`src/rtl/fll_pi_filter.sv`:
```
module fll_pi_filter #(
  parameter int IN_W  = 32,
  parameter int OUT_W = 20,
  parameter int GUARD = 8
) (
  input  logic                    clk,
  input  logic                    rst_n,
  input  logic                    sample_valid,
  input  logic signed [IN_W-1:0]  phase_err,
  input  logic [IN_W-1:0]         phase_mod,
  input  logic [4:0]              shift_p,
  input  logic [4:0]              shift_i,
  input  logic [4:0]              shift_f,
  input  logic [IN_W-1:0]         drift_thr,
  input  logic signed [OUT_W-1:0] centre,
  output logic signed [OUT_W-1:0] ctrl_out,
  output logic                    out_valid,
  output logic                    loop_closed
);

  localparam int ACC_W = IN_W + GUARD;
  localparam int FW    = IN_W + 1;
  localparam int DW    = IN_W + 2;
  localparam logic signed [ACC_W-1:0] MAXV = {{(ACC_W-OUT_W+1){1'b0}}, {(OUT_W-1){1'b1}}};
  localparam logic signed [ACC_W-1:0] MINV = ~MAXV;

  logic signed [IN_W-1:0]  prev_e;
  logic signed [FW-1:0]    prev_f;
  logic signed [OUT_W-1:0] integ;
  logic [1:0]              seen;
  logic                    sat_q;

  function automatic logic signed [OUT_W-1:0] clamp(input logic signed [ACC_W-1:0] v);
    if (v > MAXV)      return MAXV[OUT_W-1:0];
    else if (v < MINV) return MINV[OUT_W-1:0];
    else               return v[OUT_W-1:0];
  endfunction

  // frequency term with optional modulus fold
  logic signed [IN_W-1:0] bin_diff;
  logic signed [FW-1:0]   raw_d, half, modx, freq;
  assign bin_diff = phase_err - prev_e;
  assign raw_d    = {phase_err[IN_W-1], phase_err} - {prev_e[IN_W-1], prev_e};
  assign modx     = {1'b0, phase_mod};
  assign half     = {2'b0, phase_mod[IN_W-1:1]};

  always_comb begin
    if (phase_mod == '0)  freq = {bin_diff[IN_W-1], bin_diff};
    else if (raw_d >= half) freq = raw_d - modx;
    else if (raw_d < -half) freq = raw_d + modx;
    else                    freq = raw_d;
  end

  // drift gate
  logic signed [DW-1:0] drift, drift_mag;
  logic                 close_now;
  assign drift     = {freq[FW-1], freq} - {prev_f[FW-1], prev_f};
  assign drift_mag = drift[DW-1] ? -drift : drift;
  assign close_now = (seen == 2'd2) && (drift_mag < $signed({2'b0, drift_thr}));

  // gain terms
  logic signed [ACC_W-1:0] e_x, f_x, p_term, i_term, f_term;
  assign e_x    = {{(ACC_W-IN_W){phase_err[IN_W-1]}}, phase_err};
  assign f_x    = {{(ACC_W-FW){freq[FW-1]}}, freq};
  assign p_term = e_x >>> shift_p;
  assign i_term = e_x >>> shift_i;
  assign f_term = f_x >>> shift_f;

  logic signed [ACC_W-1:0] integ_x, integ_sum, out_sum;
  logic signed [OUT_W-1:0] integ_nxt;
  assign integ_x   = {{(ACC_W-OUT_W){integ[OUT_W-1]}}, integ};
  assign integ_sum = integ_x + i_term + f_term;
  assign integ_nxt = sat_q ? integ : clamp(integ_sum);
  assign out_sum   = {{(ACC_W-OUT_W){centre[OUT_W-1]}}, centre}
                   + {{(ACC_W-OUT_W){integ_nxt[OUT_W-1]}}, integ_nxt} + p_term;

  always_ff @(posedge clk) begin
    if (!rst_n) begin
      prev_e      <= '0;
      prev_f      <= '0;
      integ       <= '0;
      seen        <= '0;
      sat_q       <= 1'b0;
      loop_closed <= 1'b0;
      out_valid   <= 1'b0;
      ctrl_out    <= centre;
    end else begin
      out_valid <= sample_valid;
      if (sample_valid) begin
        prev_e <= phase_err;
        if (seen != 2'd0) prev_f <= freq;
        if (seen != 2'd2) seen <= seen + 2'd1;
        if (loop_closed) begin
          integ    <= integ_nxt;
          ctrl_out <= clamp(out_sum);
          sat_q    <= (out_sum > MAXV) || (out_sum < MINV);
        end else begin
          ctrl_out <= centre;
          sat_q    <= 1'b0;
          if (close_now) loop_closed <= 1'b1;
        end
      end
    end
  end

  AST_VALID_PULSE: assert property (@(posedge clk) disable iff (!rst_n)
    sample_valid |=> out_valid);
  AST_NO_SPURIOUS: assert property (@(posedge clk) disable iff (!rst_n)
    !sample_valid |=> !out_valid);
  AST_HOLD_OUT: assert property (@(posedge clk) disable iff (!rst_n)
    !sample_valid |=> $stable(ctrl_out));
  AST_OPEN_CENTRE: assert property (@(posedge clk) disable iff (!rst_n)
    (out_valid && !loop_closed) |-> (ctrl_out == centre));
  AST_STICKY_CLOSE: assert property (@(posedge clk) disable iff (!rst_n)
    loop_closed |=> loop_closed);
  AST_FREEZE: assert property (@(posedge clk) disable iff (!rst_n)
    (sample_valid && sat_q) |=> $stable(integ));
  AST_OPEN_NO_INT: assert property (@(posedge clk) disable iff (!rst_n)
    !loop_closed |-> (integ == '0));

endmodule

```
`config.mk`:
```
export PLATFORM = sky130hd
export DESIGN_NAME = fll_pi_filter
export DESIGN_NICKNAME = d
export VERILOG_FILES = /design/src/rtl/fll_pi_filter.sv
export SDC_FILE = /design/constraint.sdc
export NUM_CORES = 1
export LEC_CHECK = 0
export ABC_AREA = 1
export BUFFER_PORTS_ARGS = -buffer_cell sky130_fd_sc_hd__buf_2
export CORE_ASPECT_RATIO = 1.75
export CORE_MARGIN = 2
export CORE_UTILIZATION = 30
export CTS_CLUSTER_SIZE = 14
export DETAILED_ROUTE_END_ITERATION = 10
export HOLD_SLACK_MARGIN = 0.06
export PLACE_DENSITY = 0.46
export SYNTH_ARGS = -nofsm -noshare
export SYNTH_HDL_FRONTEND = slang
export SYNTH_SLANG_ARGS = --single-unit
```
`constraint.sdc`:
```
create_clock -name clk -period 24.2 [get_ports clk]
set_input_delay 3.63 -clock clk [delete_from_list [all_inputs] [get_ports clk]]
set_output_delay 3.63 -clock clk [all_outputs]
set_load 0.1 [all_outputs]
```
; ---- Word level (Yosys, flattened, before mapping)
; Index checks and enable logic that the tools add are counted.
[word_totals]
register_bits = 110
[classes]
add_sub_neg = 12
magnitude_cmp = 7
eq_ne = 3
n_shift = 3
mux = 15
n_reduce_logical = 7
[op_table]
columns = operator, n
row1 = 20-bit two-way mux, 8
row2 = 33-bit two-way mux, 3
row3 = 40-bit adder, 2
row4 = 40-bit by 20-bit greater-than comparator with 1-bit output (second input constant), 2
row5 = 40-bit by 20-bit < comparator with 1-bit output (second input constant), 2
row6 = 32-bit by 5-bit >>> shifter with 40-bit output, 2
row7 = 20-bit by 40-bit adder with 40-bit output, 1
row8 = 33-bit by 5-bit >>> shifter with 40-bit output, 1
row9 = 34-bit by 33-bit < comparator with 1-bit output, 1
row10 = 34-bit two-way mux, 1
row11 = 34-bit negator, 1
row12 = 33-bit by 33-bit subtractor with 34-bit output, 1
row13 = 33-bit adder, 1
row14 = 33-bit by 32-bit greater-or-equal comparator with 1-bit output, 1
row15 = 33-bit < comparator, 1
row16 = 31-bit negator with 33-bit output, 1
row17 = 32-bit by 32-bit subtractor with 33-bit output, 1
row18 = 33-bit subtractor, 1
row19 = 32-bit logical NOT, 1
row20 = 32-bit subtractor, 1
row21 = 20-bit by 20-bit adder with 21-bit output, 1
row22 = 2-bit AND reduction, 3
row23 = 1-bit two-way mux, 3
row24 = 2-bit by 1-bit adder with 2-bit output (second input constant), 1
row25 = other kinds (6), 6

; ---- Longest topological paths before layout
[depth]
ltp_word = 19
depth_mapped = 117
mapped_depth_nobuf = 114

; ---- Worst setup path after synthesis
; No wires, ideal clock.
[synth_path]
kind = in2reg
start = input port phase_mod[1]
end = register ctrl_out[10] (data pin)
arrival_ps = 15507
required_ps = 23947
path_slack_ps = 8439
path_stages = 103
path_buffers = 3
path_cell_list = inv_2 ha_1 nand2_1 nor2_1 nand4_1 nor3_1 inv_1 nor3_1 nand4_1 nor4_1 nand4_1 nor2_1 nand2_1 nor2_1 nand2_1 xor2_1 ha_1 a21oi_1 [67 not listed] nor2_1 nand2_1 a21oi_1 inv_1 nand3_1 nand2_1 nand2_1 nand2_1 nand2_1 nand2_1 nand3b_1 nor2_1 nand3_1 nand2_1 nand2_2 buf_2 nor2_1 nor2_1
[synth_via]
elab_chain_cells = 19
elab_cells_between_ends = 25
[synth_lines]
columns = item, line
row1 = from (decl), 10  ; input logic [IN_W-1:0] phase_mod,
row2 = 31-bit negator with 33-bit output, 50  ; else if (raw_d < -half) freq = raw_d + modx;
row3 = 33-bit < comparator, 50
row4 = 33-bit two-way mux, 50
row5 = 33-bit two-way mux, 49  ; else if (raw_d >= half) freq = raw_d - modx;
row6 = 33-bit two-way mux *, 48  ; if (phase_mod == '0) freq = {bin_diff[IN_W-1], bin_diff};
row7 = 33-bit by 5-bit >>> shifter with 40-bit output *, 67  ; assign f_term = f_x >>> shift_f;
row8 = 40-bit adder *, 72  ; assign integ_sum = integ_x + i_term + f_term;
row9 = 40-bit by 20-bit < comparator with 1-bit output, 35  ; else if (v < MINV) return MINV[OUT_W-1:0];
row10 = [3 not listed], --
row11 = named net integ_nxt[2], 70  ; logic signed [OUT_W-1:0] integ_nxt;
row12 = 20-bit by 20-bit adder with 21-bit output *, 75  ; + {{(ACC_W-OUT_W){integ_nxt[OUT_W-1]}}, integ_nxt} + p_term;
row13 = 40-bit adder *, 75
row14 = 40-bit by 20-bit < comparator with 1-bit output, 35
row15 = 20-bit two-way mux, 35
row16 = 20-bit two-way mux *, 34  ; if (v > MAXV) return MAXV[OUT_W-1:0];
row17 = 20-bit two-way mux *, 93  ; if (loop_closed) begin
row18 = 20-bit two-way mux *, 89  ; if (sample_valid) begin
row19 = 20-bit two-way mux *, 78  ; if (!rst_n) begin
row20 = to (signal assigned), 86  ; ctrl_out <= centre;
row21 = to (signal assigned), 95  ; ctrl_out <= clamp(out_sum);
row22 = to (signal assigned), 98  ; ctrl_out <= centre;
row23 = to (decl), 16  ; output logic signed [OUT_W-1:0] ctrl_out,
; The timed path passes the listed nets; every way through them passes the cells marked *. The select of a mux whose other input is x is not followed.
; A chain may end at the register's enable or synchronous reset.

; ---- Final worst setup path
[layout_path]
start = input port phase_err[0]
end = register ctrl_out[1] (data pin)
[layout_via]
elab_chain_cells = 19
elab_cells_between_ends = 28
[layout_lines]
columns = item, line
row1 = from (decl), 9  ; input logic signed [IN_W-1:0] phase_err,
row2 = 32-bit by 32-bit subtractor with 33-bit output, 43  ; assign raw_d = {phase_err[IN_W-1], phase_err} - {prev_e[IN_W-1], prev_e};
row3 = 33-bit adder / 33-bit < comparator (equally long branches), 50
row4 = 33-bit two-way mux, 50
row5 = 33-bit two-way mux, 49
row6 = 33-bit two-way mux *, 48
row7 = named net freq[18], 41  ; logic signed [FW-1:0] raw_d, half, modx, freq;
row8 = 33-bit by 5-bit >>> shifter with 40-bit output *, 67
row9 = 40-bit adder *, 72
row10 = [4 not listed], --
row11 = named net integ_nxt[0], 70
row12 = 20-bit by 20-bit adder with 21-bit output *, 75
row13 = 40-bit adder *, 75
row14 = 40-bit by 20-bit < comparator with 1-bit output, 35
row15 = 20-bit two-way mux, 35
row16 = 20-bit two-way mux *, 34
row17 = 20-bit two-way mux *, 93
row18 = 20-bit two-way mux *, 89
row19 = 20-bit two-way mux *, 78
; Marked as above.

==> metrics.md <==
| Metric | Value |
|---|---|
| Status | finished, final reports clean |
| FF-to-FF End | ctrl_out[1]$_DFFE_PP_ |
| Clk pin slew, worst setup/hold paths | 0.09 ns |
| Die Span X | 225.6 um |
| Mapped cell area | 25,770 um2 |
| Die height | 391.7 um |
| Final-layout fill cell count | around 10,000 |
| Area delta synth->final | 7.613% |
| R2R setup slack | about 7.0 ns |
| Port Buf Inserts | 155 |
| Proportion of layout cells with a drive suffix above 1 | 0.06290 |
| Final instance area | 27,730 um2 |
| Worst Setup End Kind | register |
| Pre-antenna DRT Iters | 6 |
| Worst path slowest cell | inv_1 |
| Post-synth ARST share | 0 |
| Tcrit/Tclk final | 0.8373 |
| Skew final | 0.01345 ns |
| CP max stage delay | approximately 0.76 ns |
| Pin count of the biggest net entering global routing | 63 |
| Dominant synthesized flop cell | dfxtp_1 |
| Core area | 85,280 um2 |
| Max Cap Viol | 0 |
| CP Class | primary input to register |
| Post-DR vias/cell | 5.204 |
| Total CTS buffers | 9 |
| Register area | 2402 um2 |
| Max Clk Rate | 49.35 MHz |
| H-tree levels | 3 |
| Worst Path Required | between 20 and 25 ns |
| Routed wire length | about 110,000 um |
| Worst min-delay path startpoint | prev_e[25]$_SDFFE_PN0P_ |
| Buffer count from post-CTS setup fixing | 0 |
| Die ar. | ~88,000 um2 |
| R2r startpoint | prev_e[0]$_SDFFE_PN0P_ |
| Total clock sinks | 110 |
| Final setup vio count | 0 |
| Rel. slew slack | 0.1455 |
| Initial antenna violation count | 12 |
| Register bit total from synthesis | 110 |
| Area of the multi-input gates | 20,600 um2 |
| CTS tree | yes |
| Synth Warn # | 0 |
| Ports | 156 |
| Worst-skew pair later-pin latency | 0.43 ns |
| Yosys cell types | 58 |
| Syn nets | 4,844 |
| Hold Crit Class | register to register |
| RSZ-0062 raised after global routing | false |
| Grt ovf | 0 |
| Detailed Route Iter0 Violations | 1,634 |
| Detail Route Antenna Nets | 0 |
| WP data arrival | 20.52 ns |
| Most frequent cells in the layout | nand2_1, inv_1, a21oi_1, nand3_1, o21ai_0 |
| DRC Markers | 0 |
| Final core occ | 0.3252 |
| Number of synthesized flops with an enable pin | 20 |
| Number of diodes | 0 |
| Max Fanout on Critical Path | 31 |
| Placed standard-cell area | 27,420 um2 |
| Least-Margin Pin Slew | about 1.3 ns |
| Via Count | between 20,000 and 30,000 |
| Startpoint types | primary input |
| Min-Delay Path Depth | 2 |
| Clock period minus final worst setup slack | 20.26 ns |
| First-pass GRT wire length | 169,600 um |
| Most frequent CP cell | nand2_1 |
| Initial Util | 0.3022 |
| Vias in the first global route | 28,966 |
| CTS Root Cell | clkbuf_16 |
| Dpl hpwl | 98,780 um |
| GP Congestion | 0.9788 |
| Final TNS setup | 0 ns |
| Mapped Cells | 4,362 |
| Post-synthesis sequential area ratio | 0.09322 |
| Slew Viols, Final | 0 |
| Hold Crit Endpoint | prev_e[25]$_SDFFE_PN0P_ |
| WL/cell | between 20 and 25 um |
| Fin. Hold Viols | 0 |
| Final net count | 4,881 |
| CTS Hold Bufs | 0 |
| Total GRT Usage | 0.2572 |
| Most common cell after layout, fill and taps aside | nand2_1 |
| Synth Area per Inst | 5.908 um2 |
| R2R depth | 89 |
| Post-CTS sizing | 0 |
| Longest Clk Path Bufs | 2 |
| Rows | 142 |
## routing by layer
metal	track usage	wire length (um)	up-vias
li1	-	-	14566
met1	0.2303	38640	12981
met2	0.5153	62390	666
met3	0.02494	3404	313
met4	0.2022	10040	14
met5	0	84	-
## how the worst max path moves through the flow
stage | startpoint | endpoint
3_5_place_dp | phase_err[0] | ctrl_out[1]$_DFFE_PP_
6_report | phase_err[0] | ctrl_out[1]$_DFFE_PP_
4_1_cts | phase_err[0] | ctrl_out[1]$_DFFE_PP_
5_1_grt | phase_err[0] | ctrl_out[1]$_DFFE_PP_
2_1_floorplan | phase_mod[1] | ctrl_out[10]$_DFFE_PP_
3_3_place_gp | phase_err[0] | ctrl_out[1]$_DFFE_PP_
## stage by stage
step	setup WS (ns)	hold slack, ns	cells
2_1_floorplan	8.439	0.4512	4362
3_3_place_gp	3.582	0.4642	5468
3_5_place_dp	3.453	0.4700	5468
4_1_cts	3.914	0.4849	5484
5_1_grt	2.379	0.4961	5484
6_report	3.937	0.4818	5484
## area by class of cell
class	count	share of cell area
Multi-Input combinational cell	3535	0.7428
Sequential cell	110	0.08662
Inverter	565	0.07647
Tap cell	1080	0.04873
Timing Repair Buffer	178	0.03420
Clock buffer	10	0.008256
Clock inverter	6	0.002887
## cell usage after synthesis, drive strengths merged, types with 3 or more instances
cell    count  area, um2
a211oi     10      75.07
o21a       16      120.1
nor4        9      56.30
clkinv      3      11.26
nand3     389       1969
ha        308       3854
buf        54      281.5
nand4      45      281.5
o21ai     392       1962
o211ai     30      225.2
o21bai     12      90.09
nand3b     11      82.58
nor2      334       1274
and2        4      25.02
edfxtp     20      600.6
o22ai      39      244.0
a21boi     17      135.1
fa         40      800.8
o31ai       4      30.03
dfxtp      90       1802
o221ai      4      35.03
a31oi      17      106.4
nor3       46      280.3
nand2    1088       4136
a21oi     389       1973
a21o       21      157.7
or2        36      225.2
a221oi      3      26.28
inv       562       2110
xnor2      51      446.7
clkbuf     98      367.9
xor2      159       1393
mux2i      49      490.5
## registers in the layout (all words and copies together), names as in the netlist
name         cells
prev_e          32
integ           20
out_valid        1
sat_q            1
ctrl_out        20
seen             2
prev_f          33
loop_closed      1
## worst max-delay path, delay by kind of cell
family	cells	cell delay (ns)
and+or+nand+nor	46	5.70
buffers and inverters	14	2.39
adders and majority gates	9	2.99
xor gates and xnor gates	2	0.83
AOI/OAI and AO/OA	20	4.89
## cells by family (layout without fill, tap and decap cells)
family                   count (synthesis)  after routing  share of synthesized area
AO/OA/AOI/OAI                          965            965                     0.2048
XOR/XNOR                               210            210                    0.07137
adder cells (fa/ha/maj)                348            348                     0.1806
buffers and inverters                  717            759                     0.1075
flip-flops                             110            110                    0.09322
multiplexers                            49             49                    0.01903
AND/OR/NAND/NOR                       1963           1963                     0.3235
Power is not shown: default switching activity piles up to over one toggle a cycle in this logic, so the estimate is an artifact.
